**src/rtl/gpi_pkg.sv**
```systemverilog
package gpi_pkg;

    typedef enum logic [1:0] {
        ST_IDLE  = 2'd0,
        ST_ARMED = 2'd1,
        ST_SHIFT = 2'd2
    } xfer_state_e;

endpackage

```
**src/rtl/gpi_sync.sv**
```systemverilog
module gpi_sync #(
    parameter int              WIDTH     = 1,
    parameter int              STAGES    = 2,
    parameter logic [WIDTH-1:0] RESET_VAL = '0
) (
    input  logic             clk,
    input  logic             rst_n,
    input  logic [WIDTH-1:0] d,
    output logic [WIDTH-1:0] q
);
    localparam int CHAIN_W = WIDTH * STAGES;

    logic [CHAIN_W-1:0] chain_q;

    always_ff @(posedge clk or negedge rst_n) begin
        if (!rst_n) begin
            chain_q <= {STAGES{RESET_VAL}};
        end else begin
            chain_q <= {chain_q[CHAIN_W-WIDTH-1:0], d};
        end
    end

    assign q = chain_q[CHAIN_W-1 -: WIDTH];

endmodule

```
**src/rtl/gpi_xfer_fsm.sv**
```systemverilog
module gpi_xfer_fsm
    import gpi_pkg::*;
#(
    parameter int NUM_INPUTS = 16
) (
    input  logic                  clk,
    input  logic                  rst_n,
    input  logic                  cs_s,
    input  logic                  sclk_s,
    input  logic                  sdin_s,
    input  logic [NUM_INPUTS-1:0] in_s,
    output logic                  capture,
    output logic                  sdout,
    output logic                  sdout_oe
);
    localparam int MSB = NUM_INPUTS - 1;

    xfer_state_e state_q, state_d;
    logic        cs_d, sclk_d;
    logic        cs_fall, sclk_rise, sclk_fall;
    logic [MSB:0] shreg_q;
    logic        sdout_q;

    always_ff @(posedge clk or negedge rst_n) begin
        if (!rst_n) begin
            cs_d   <= 1'b1;
            sclk_d <= 1'b0;
        end else begin
            cs_d   <= cs_s;
            sclk_d <= sclk_s;
        end
    end

    assign cs_fall   = cs_d & ~cs_s;
    assign sclk_rise = sclk_s & ~sclk_d;
    assign sclk_fall = ~sclk_s & sclk_d;

    always_comb begin
        state_d = state_q;
        unique case (state_q)
            ST_IDLE: begin
                if (cs_fall) state_d = ST_ARMED;
            end
            ST_ARMED: begin
                if (cs_s)           state_d = ST_IDLE;
                else if (sclk_rise) state_d = ST_SHIFT;
            end
            ST_SHIFT: begin
                if (cs_s) state_d = ST_IDLE;
            end
            default: state_d = ST_IDLE;
        endcase
    end

    always_ff @(posedge clk or negedge rst_n) begin
        if (!rst_n) state_q <= ST_IDLE;
        else        state_q <= state_d;
    end

    assign capture = (state_q == ST_IDLE) && cs_fall;

    always_ff @(posedge clk or negedge rst_n) begin
        if (!rst_n) begin
            shreg_q <= '0;
            sdout_q <= 1'b0;
        end else if (capture) begin
            shreg_q <= in_s;
            sdout_q <= in_s[MSB];
        end else if (state_q != ST_IDLE && !cs_s) begin
            if (sclk_rise) begin
                sdout_q <= shreg_q[MSB];
            end
            if (state_q == ST_SHIFT && sclk_fall) begin
                shreg_q <= {shreg_q[MSB-1:0], sdin_s};
            end
        end
    end

    assign sdout    = sdout_q;
    assign sdout_oe = (state_q != ST_IDLE);

endmodule

```
**src/rtl/gpi_change_det.sv**
```systemverilog
module gpi_change_det #(
    parameter int NUM_INPUTS = 16
) (
    input  logic                  clk,
    input  logic                  rst_n,
    input  logic                  capture,
    input  logic [NUM_INPUTS-1:0] in_s,
    output logic                  int_pend
);
    logic [NUM_INPUTS-1:0] snap_q;
    logic [NUM_INPUTS-1:0] diff;
    logic                  pend_q;

    generate
        for (genvar i = 0; i < NUM_INPUTS; i++) begin : g_diff
            assign diff[i] = in_s[i] ^ snap_q[i];
        end
    endgenerate

    always_ff @(posedge clk or negedge rst_n) begin
        if (!rst_n) begin
            snap_q <= '0;
            pend_q <= 1'b0;
        end else if (capture) begin
            snap_q <= in_s;
            pend_q <= 1'b0;
        end else begin
            pend_q <= pend_q | (|diff);
        end
    end

    assign int_pend = pend_q;

endmodule

```
**src/rtl/spi_switch_monitor.sv**
```systemverilog
module spi_switch_monitor #(
    parameter int NUM_INPUTS  = 16,
    parameter int SYNC_STAGES = 2
) (
    input  logic                  clk,
    input  logic                  rst_n,
    input  logic [NUM_INPUTS-1:0] sw_in,
    input  logic                  cs_n,
    input  logic                  sclk,
    input  logic                  sdin,
    input  logic                  int_en,
    output logic                  sdout,
    output logic                  sdout_oe,
    output logic                  int_drive_low
);
    localparam int CTRL_W = 3;

    logic [NUM_INPUTS-1:0] in_s;
    logic [CTRL_W-1:0]     ctrl_s;
    logic                  capture;
    logic                  int_pend;

    gpi_sync #(
        .WIDTH     (NUM_INPUTS),
        .STAGES    (SYNC_STAGES),
        .RESET_VAL ('0)
    ) u_in_sync (
        .clk   (clk),
        .rst_n (rst_n),
        .d     (sw_in),
        .q     (in_s)
    );

    gpi_sync #(
        .WIDTH     (CTRL_W),
        .STAGES    (SYNC_STAGES),
        .RESET_VAL (3'b100)
    ) u_ctrl_sync (
        .clk   (clk),
        .rst_n (rst_n),
        .d     ({cs_n, sclk, sdin}),
        .q     (ctrl_s)
    );

    gpi_xfer_fsm #(
        .NUM_INPUTS (NUM_INPUTS)
    ) u_fsm (
        .clk      (clk),
        .rst_n    (rst_n),
        .cs_s     (ctrl_s[2]),
        .sclk_s   (ctrl_s[1]),
        .sdin_s   (ctrl_s[0]),
        .in_s     (in_s),
        .capture  (capture),
        .sdout    (sdout),
        .sdout_oe (sdout_oe)
    );

    gpi_change_det #(
        .NUM_INPUTS (NUM_INPUTS)
    ) u_det (
        .clk      (clk),
        .rst_n    (rst_n),
        .capture  (capture),
        .in_s     (in_s),
        .int_pend (int_pend)
    );

    assign int_drive_low = int_pend & int_en;

endmodule

```
**config.mk**
```make
export PLATFORM = sky130hd
export DESIGN_NAME = spi_switch_monitor
export DESIGN_NICKNAME = d
export VERILOG_FILES = /design/src/rtl/gpi_pkg.sv /design/src/rtl/gpi_sync.sv /design/src/rtl/gpi_xfer_fsm.sv /design/src/rtl/gpi_change_det.sv /design/src/rtl/spi_switch_monitor.sv
export SDC_FILE = /design/constraint.sdc
export NUM_CORES = 1
export LEC_CHECK = 0
export BUFFER_PORTS_ARGS = -buffer_cell sky130_fd_sc_hd__clkbuf_2
export CAP_MARGIN = 10
export CORE_MARGIN = 2
export CORE_UTILIZATION = 38
export CTS_BUF_LIST = sky130_fd_sc_hd__clkbuf_16
export DETAILED_ROUTE_END_ITERATION = 16
export SYNTH_ARGS = -nofsm -noshare
export SYNTH_HDL_FRONTEND = slang
export SYNTH_SLANG_ARGS = --single-unit
```
**constraint.sdc**
```tcl
create_clock -name clk -period 2.2 [get_ports clk]
set_clock_uncertainty 0.1 [all_clocks]
set_input_delay 0.11 -clock clk [delete_from_list [all_inputs] [get_ports clk]]
set_output_delay 0.11 -clock clk [all_outputs]
set_load 0.02 [all_outputs]
```
# [After elaboration in Yosys (flattened, before gate mapping)]
# Cells that the tools add are included.
[word_totals] register_bits=76 inputBits=22 output_inout_bits=3 word_cells=63
[op_classes] eq_ne=5 muxes=12 bitwise_logic=24 reduce_logical=13
[op_table] operator="$mux W16" count=3
[op_table] operator="$reduce_or A16 Y1" count=1
[op_table] operator="$xor A1 B1 Y1" count=16
[op_table] operator="$mux W2" count=4
[op_table] operator="$reduce_bool A2 Y1" count=4
[op_table] operator="$pmux W2 S3" count=1
[op_table] operator="$and A1 B1 Y1" count=4
[op_table] operator="$mux W1" count=4
[op_table] operator="$reduce_and A2 Y1" count=2
[op_table] operator="$logic_and A1 B1 Y1" count=3
[op_table] operator="$ne A3 B2 Y1 const B" count=1
[op_table] operator="$not A1 Y1" count=3
[op_table] operator="$reduce_and A3 Y1" count=1
[op_table] operator="$eq A2 B1 Y1 const B" count=1
[op_table] operator="$eq A2 B2 Y1 const B" count=1
[op_table] operator="$logic_not A2 Y1" count=1
[op_table] operator="$ne A2 B1 Y1 const B" count=1
[op_table] operator="$ne A2 B2 Y1 const B" count=1
[op_table] operator="$logic_not A1 Y1" count=1
[op_table] operator="$or A1 B1 Y1" count=1

# [Logic depth before layout (Yosys ltp)]
# Gate-level depths: netlist (run 1).
[logic_depth] word_depth=6 ltp_mapped=6 mapped_depth_nobuf=4

# [Hierarchy]
# From an unflattened synthesis (run 1), not the netlist that was laid out.
[hier_totals] hier_cells=205 hier_area_um2=2942.8
[modules_own_cells] mod="gpi_xfer_fsm" instances=1 cells_each=89 area_each_um2=991.0 seq_area_each_um2=526.8
[modules_own_cells] mod="gpi_sync (u_in_sync)" instances=1 cells_each=48 area_each_um2=920.9 seq_area_each_um2=800.8
[modules_own_cells] mod="gpi_change_det" instances=1 cells_each=58 area_each_um2=849.6 seq_area_each_um2=425.4
[modules_own_cells] mod="gpi_sync (u_ctrl_sync)" instances=1 cells_each=9 area_each_um2=175.2 seq_area_each_um2=152.6
[modules_own_cells] mod="spi_switch_monitor" instances=1 cells_each=1 area_each_um2=6.3 seq_area_each_um2=0.0

# [Worst setup path before layout (run 1)]
# Ideal clock, no wire load.
[synth_path] path_type="register to register" start="register u_fsm.state_q[1]" end="register u_det.snap_q[10]" setup_ns=0.118 arrival_time_ns=1.498 setup_slack_ns=0.484 stages_incl_launch_ff=7 n_path_buf=2 synth_period_minus_slack_ns=1.716 cell_sequence="dfrtp_1 -> or2_1 -> or3b_1 -> buf_2 -> buf_6 -> nand2_1 -> nand2_1"
[synth_between] elab_chain_len=2
[synth_rtl] item="start, declared" line_no="gpi_xfer_fsm.sv:18" rtl="xfer_state_e state_q, state_d;"
[synth_rtl] item="start signal, assigned" line_no="gpi_xfer_fsm.sv:57" rtl="else state_q <= state_d;"
[synth_rtl] item="$logic_not A2 Y1" line_no="gpi_xfer_fsm.sv:60" rtl="assign capture = (state_q == ST_IDLE) && cs_fall;"
[synth_rtl] item="$logic_and A1 B1 Y1" line_no="gpi_xfer_fsm.sv:60"
[synth_rtl] item="end signal, assigned" line_no="gpi_change_det.sv:25" rtl="snap_q <= in_s;"
[synth_rtl] item="end, declared" line_no="gpi_change_det.sv:10" rtl="logic [NUM_INPUTS-1:0] snap_q;"
# Every way passes these cells.
# A chain may end at the register's enable or synchronous reset.

# [Worst setup path after layout (run 1)]
[layout_path] start="register u_fsm.state_q[1]" end="register u_fsm.sdout_q (netlist: u_fsm.sdout)"
[layout_between] elab_chain_len=4 word_cells_on_any_way=8 cone_classes="mux: 1; reduce/logical: 7"
[layout_rtl] item="$logic_not A2 Y1 / $reduce_bool A2 Y1 (equally long branches)" line_no="gpi_xfer_fsm.sv:60, gpi_xfer_fsm.sv:69"
[layout_rtl] item="$logic_and A1 B1 Y1, on equally long branches" line_no="gpi_xfer_fsm.sv:60, gpi_xfer_fsm.sv:69"
[layout_rtl] item="$reduce_bool A2 Y1 (no source line)"
[layout_rtl] item="$reduce_and A2 Y1 (no source line)"
[layout_rtl] item="end signal, assigned" line_no="gpi_xfer_fsm.sv:68" rtl="sdout_q <= in_s[MSB];"
[layout_rtl] item="end signal, assigned" line_no="gpi_xfer_fsm.sv:71" rtl="sdout_q <= shreg_q[MSB];"
[layout_rtl] item="end, declared" line_no="gpi_xfer_fsm.sv:22" rtl="logic sdout_q;"
# Several ways; a longest one is shown, not always the timed one.

==> results.yml, run 1 <==
run_status:
  status: "completed"
grt:
  grtUsageMet1_pct: 17.7
  met2_usage_pct: 19.5
  grt_pass1_wl_mm: 7.56
  gr-total-overflow: 0
  antenna_found_initial: 0
  first_global_vias: 1612
  grt_max_degree: 77
  grt-busiest-layer: "met2"
  use_met3_pct: 3.96
  grt.total_usage_pct: 13.5
layout:
  num-nets-final: 274
  drive_above_1_share_pct: 16.3
  insertedDiodeCount: 0
  stdcell_count: 353
  syn_to_final_growth_pct: 26.6
  nFillCells: 611
sta:
  finalSetupTns_ns: 0
  max_freq_ghz: 0.559
  finalCriticalPeriod_ns: 1.79
  relSlewSlack_pct: 37.8
  tightestPinTransition_ns: 0.934
  setup_violations: 0
  period_share_pct: 81.3
  finalHoldViolCount: 0
  rsz0062_at_grt: "false"
  slew_viol_final: 0
logic_synthesis:
  synth_nets: 223
  synth_top_cell_area_share_pct: 68.3
  synth_seq_area_share_pct: 71.3
  yosys.area.top_type: "dfrtp_1"
  ys_top_cells_by_area: "dfrtp_1 (68%), nand2_1 (6.7%), mux2i_1 (6.4%)"
  synth_cell_types: 28
  yosysWarnings: 0
  syn_area_per_cell_um2: 13.3
  syn_area_um2: 2670
  netlist_instances: 201
  synth_seq_cells: 76
power_and_ir_drop:
  static-leakage-power_nw: 1.52
  powerDensity_nw_per_um2: 986
  peakVddDrop_uv: 615
die:
  die_h_um: 87.9
  die_w_um: 87.9
  start_util_pct: 39.4
  fp.coreArea_um2: 6790
  io_pins: 25
  die_area_um2: 7720
  rows: 30
cts:
  clock_latency_ns: 0.33
  cts_buffer_depth: 2
  ctsHoldBuffers: 20
  clkSinkCount: 76
  root_buffer: "clkbuf_16"
  cts_buffers: 9
  cts_tree: "built"
  cts.repair.resized: 0
  cts.reportedPaths.clkPinSlew_ns: 0.05
  cts-htree-levels: 3
  postCtsSetupBuffers: 0
job:
  drv_cap: 0
setup_path:
  crit_required_ns: 2.31
  startpoint_type: "flop"
  arrival_ns: 1.90
  worstSetupPathType: "flop to flop"
  critPathCaptureType: "flop"
  path_max_fanout: 17
drt:
  drcViolationCount: 0
  viasPerCell: 4.40
  antenna_left: 0
  firstDrtPassIters: 4
  finalWirelength_mm: 4.35
  drt_iter0_drc: 132
  wire_per_inst_um: 12.3
  dr_total_vias: 1554
hold_path:
  hold_class: "flop to flop"
place:
  gp_congestion: 0.730
  io_buffers: 24
  dpl.hpwl_mm: 2.61
  dp_cells: 317
[worst paths after layout]
kind,endpoint,cells after the start,slack (ns),from
max in group asynchronous,u_det.snap_q[15]$_DFFE_PN0P_,2,1.02,rst_n
worst min register to register,u_ctrl_sync.chain_q[4]$_DFF_PN0_,0,0.24,u_ctrl_sync.chain_q[1]$_DFF_PN0_
min in group asynchronous,u_in_sync.chain_q[16]$_DFF_PN0_,2,0.36,rst_n
worst max register to register,u_fsm.sdout$_DFFE_PN0P_,5,0.41,u_fsm.state_q[1]$_DFFE_PN0P_
worst max-delay path,u_fsm.sdout$_DFFE_PN0P_,5,0.41,u_fsm.state_q[1]$_DFFE_PN0P_
worst min-delay path,u_ctrl_sync.chain_q[4]$_DFF_PN0_,0,0.24,u_ctrl_sync.chain_q[1]$_DFF_PN0_
[synth_stat cells]
cell and number:
buf_2 1, nor2_1 1, dfstp_2 3, clkbuf_1 3
nand2b_1 1, nor4b_2 2, dfrtp_1 73, or3b_1 1
o21ai_0 7, and2_1 1, nor3_1 2, nand3_1 1
xor2_1 1, nor2b_1 1, a21oi_1 2, o21ai_1 10
buf_8 1, or2_1 1, buf_6 1, xnor2_1 15
a2111oi_0 1, nand2_1 48, o31ai_1 1, mux2i_1 17
nand4_1 3, buf_4 1, nand3b_1 1, a21boi_1 1
[registers in the layout, indices dropped and copies added (netlist names)]
name                 cells
u_in_sync.chain_q       32
u_det.snap_q            16
u_fsm.shreg_q           16
u_ctrl_sync.chain_q      6
u_fsm.state_q            2
u_det.int_pend           1
u_fsm.cs_d               1
u_fsm.sclk_d             1
u_fsm.sdout              1
[through the flow]
stage / hold WS, ns / area, um^2 / total power, mW / utilization [%] / setup slack (ns)
2_1_floorplan: -0.286 / 2670 / 1.86 / - / 0.484
3_3_place_gp: 0.106 / 2910 / 1.97 / 42.8 / 0.438
3_5_place_dp: 0.104 / 2910 / 1.98 / 42.8 / 0.403
4_1_cts: 0.244 / 3380 / 3.39 / 49.8 / 0.396
5_1_grt: 0.252 / 3380 / 3.52 / 49.8 / 0.294
6_report: 0.242 / 3380 / 3.34 / 49.8 / 0.412
[per-layer routing]
metal | up-vias | wire, um
li1 | 766 | -
met5 | - | 0
met2 | 28 | 2000
met1 | 751 | 2080
met4 | 0 | 122
met3 | 9 | 152
[cells in the final DEF (no fill, tap or decap), drive strengths merged, types with 2 or more instances in the layout]
cell type,instances
dfrtp,73
nand2,48
clkbuf,32
dlygate4sd3,20
mux2i,17
o21ai,17
xnor2,15
buf,4
nand4,3
clkinv,3
inv,3
dfstp,3
nor3,2
nor4b,2
a21oi,2
[kinds of logic (layout without fill, tap and decap cells)]
| group | after synthesis | in the layout | share of synthesized area, % |
|---|---|---|---|
| and+or+nand+nor | 63 | 63 | 10.8 |
| muxes | 17 | 17 | 6.36 |
| buffers and inverters | 7 | 63 | 1.87 |
| xor gates and xnor gates | 16 | 16 | 5.24 |
| AOI/OAI and AO/OA | 22 | 22 | 4.45 |
| DFF | 76 | 76 | 71.3 |
[final cells by class]
class                      instances  area [um^2]  area share [%]
multi-input combinational        118          736            21.7
sequential                        76         1910            56.3
clock inverter                     7         52.6            1.55
timing repair buffer              47          345            10.2
tap                               96          120            3.55
clock buffer                       9          225            6.65
[power by group]
group / switching (mW) / internal [mW] / total (mW)
registers: 0.0997 / 1.56 / 1.66
logic: 0.155 / 0.161 / 0.317
clock network: 0.506 / 0.852 / 1.36
[worst max-delay path, stage by stage, from the launching register on]
cell      delay [ns]
dfrtp_1         0.43
or2_1           0.29
or3b_1          0.38
buf_4           0.21
a21boi_1        0.18
o31ai_1         0.08
(Power assumes the default switching activity.)
==> inputs of run 2 (changes only) <==
- clock period: 2.2 -> 1.79 ns (I/O delays scaled with it)
==> results.yml, run 2 (synthesis results as in run 1) <==
run_status:
  status: "completed"
layout:
  layout_top_registers: "u_in_sync.chain_q: 32 flops, u_det.snap_q: 16 flops, u_fsm.shreg_q: 16 flops"
  largest_reg_flops: 32
  layout_commonest_cell: "dfrtp_1"
  regMostFlops: "u_in_sync.chain_q"
  syn_to_final_growth_pct: 30.2
  final_util_pct: 51.2
  insertedDiodeCount: 0
  stdcell_count: 356
  most-common-layout-cells: "dfrtp_1 (71), nand2_1 (48), clkbuf_2 (23)"
  num-nets-final: 278
  drive_above_1_share_pct: 19.2
place:
  gp_congestion: 0.770
  io_buffers: 24
  dpl.hpwl_mm: 2.72
  dp_cells: 319
drt:
  viasPerCell: 4.47
  wire_per_inst_um: 12.6
  dr_total_vias: 1593
  finalWirelength_mm: 4.49
  drcViolationCount: 0
  antenna_left: 0
  drt_iter0_drc: 109
  firstDrtPassIters: 4
die:
  die_w_um: 87.9
  fp.coreArea_um2: 6790
  die_area_um2: 7720
  io_pins: 25
  rows: 30
  start_util_pct: 39.4
  die_h_um: 87.9
cts:
  cts.reportedPaths.clkPinSlew_ns: 0.05
  cts_buffers: 9
  cts-htree-levels: 3
  cts_buffer_depth: 2
  clock_latency_ns: 0.32
  root_buffer: "clkbuf_16"
  cts_tree: "built"
  clkSinkCount: 76
grt:
  grt.total_usage_pct: 13.7
  antenna_found_initial: 0
  gr-total-overflow: 0
  grt_pass1_wl_mm: 7.79
  grt_max_degree: 44
  first_global_vias: 1596
sta:
  whs_ns: 0.205
  finalHoldViolCount: 0
  finalCriticalPeriod_ns: 1.70
  setup_violations: 0
  relSlewSlack_pct: 64.0
  period_share_pct: 95.2
  finalSetupTns_ns: 0
  tightestPinTransition_ns: 0.539
  max_freq_ghz: 0.587
  slew_viol_final: 0
  rsz0062_at_grt: "false"
power_and_ir_drop:
  static-leakage-power_nw: 1.56
  peakVddDrop_uv: 622
  powerDensity_nw_per_um2: 1180
setup_path:
  startpoint_type: "flop"
  arrival_ns: 1.82
  worstSetupPathType: "flop to flop"
  critPathCaptureType: "flop"
  crit_required_ns: 1.90
  path_max_fanout: 16
hold_path:
  hold_class: "primary input to asynchronous set/reset pin"
job:
  drv_cap: 0
-- run 2: cell types whose count changed in the layout (fill, tap and decap cells not counted), sizes merged --
cell and delta:
buf +3, clkbuf +1, clkinv -1
-- run 2: area by class of cell --
| type | count | area [um^2] |
|---|---|---|
| clock buffer | 9 | 225 |
| fill | 583 | 3310 |
| clock inverter | 6 | 50.0 |
| sequential | 76 | 1910 |
| timing repair buffer | 51 | 434 |
| tap | 96 | 120 |
| multi-input combinational | 118 | 743 |
-- run 2: stage by stage --
step	area, um^2	setup WS [ns]	power [mW]
final	3480	0.0859	4.10
after detailed placement	2960	0.0677	2.44
after floorplan	2670	0.0739	2.29
after global placement	2960	0.114	2.43
after global routing	3480	0.0111	4.32
after CTS	3430	0.0554	4.17
-- run 2: worst paths after layout --
kind / start / to / slack, ns / cells past startpoint
max: u_fsm.state_q[1]$_DFFE_PN0P_ / u_det.snap_q[7]$_DFFE_PN0P_ / 0.09 / 5
min: rst_n / u_ctrl_sync.chain_q[4]$_DFF_PN0_ / 0.20 / 2
max reg2reg: u_fsm.state_q[1]$_DFFE_PN0P_ / u_det.snap_q[7]$_DFFE_PN0P_ / 0.09 / 5
min reg2reg: u_ctrl_sync.chain_q[1]$_DFF_PN0_ / u_ctrl_sync.chain_q[4]$_DFF_PN0_ / 0.24 / 0
max in group asynchronous: rst_n / u_in_sync.chain_q[8]$_DFF_PN0_ / 0.84 / 3
min in group clk: u_ctrl_sync.chain_q[1]$_DFF_PN0_ / u_ctrl_sync.chain_q[4]$_DFF_PN0_ / 0.24 / 0
-- run 2: routing by layer --
metal / share of wire [%] / up-vias / GRT usage [%]
met1: 47 / 781 / 19.1
met2: 48 / 25 / 19.6
li1: - / 779 / -
met3: 3.1 / 8 / 3.68
met4: 2.1 / 0 / 7.41
met5: 0 / - / 0
-- run 2: report_power, final --
| group | internal [mW] | switching (mW) | total (mW) | leakage, nW |
|---|---|---|---|---|
| registers | 1.92 | 0.122 | 2.04 | 0.907 |
| logic | 0.212 | 0.198 | 0.409 | 0.507 |
| clock network | 1.05 | 0.600 | 1.65 | 0.146 |
-- run 2: repair_timing --
item / CTS / global route
gates resized for setup: 0 / 4
endpoints found under the setup margin: 0 / 23
hold buffers: 20 / 0
hold endpoints to repair: 57 / 0
buffers inserted: 0 / 1
-- run 2: critical path, cell delays in order (launching register included) --
cell and delay, ns:
dfrtp_2 0.46, or2_1 0.28, or3b_1 0.43, buf_6 0.19
nand2_1 0.08, nand2_1 0.05
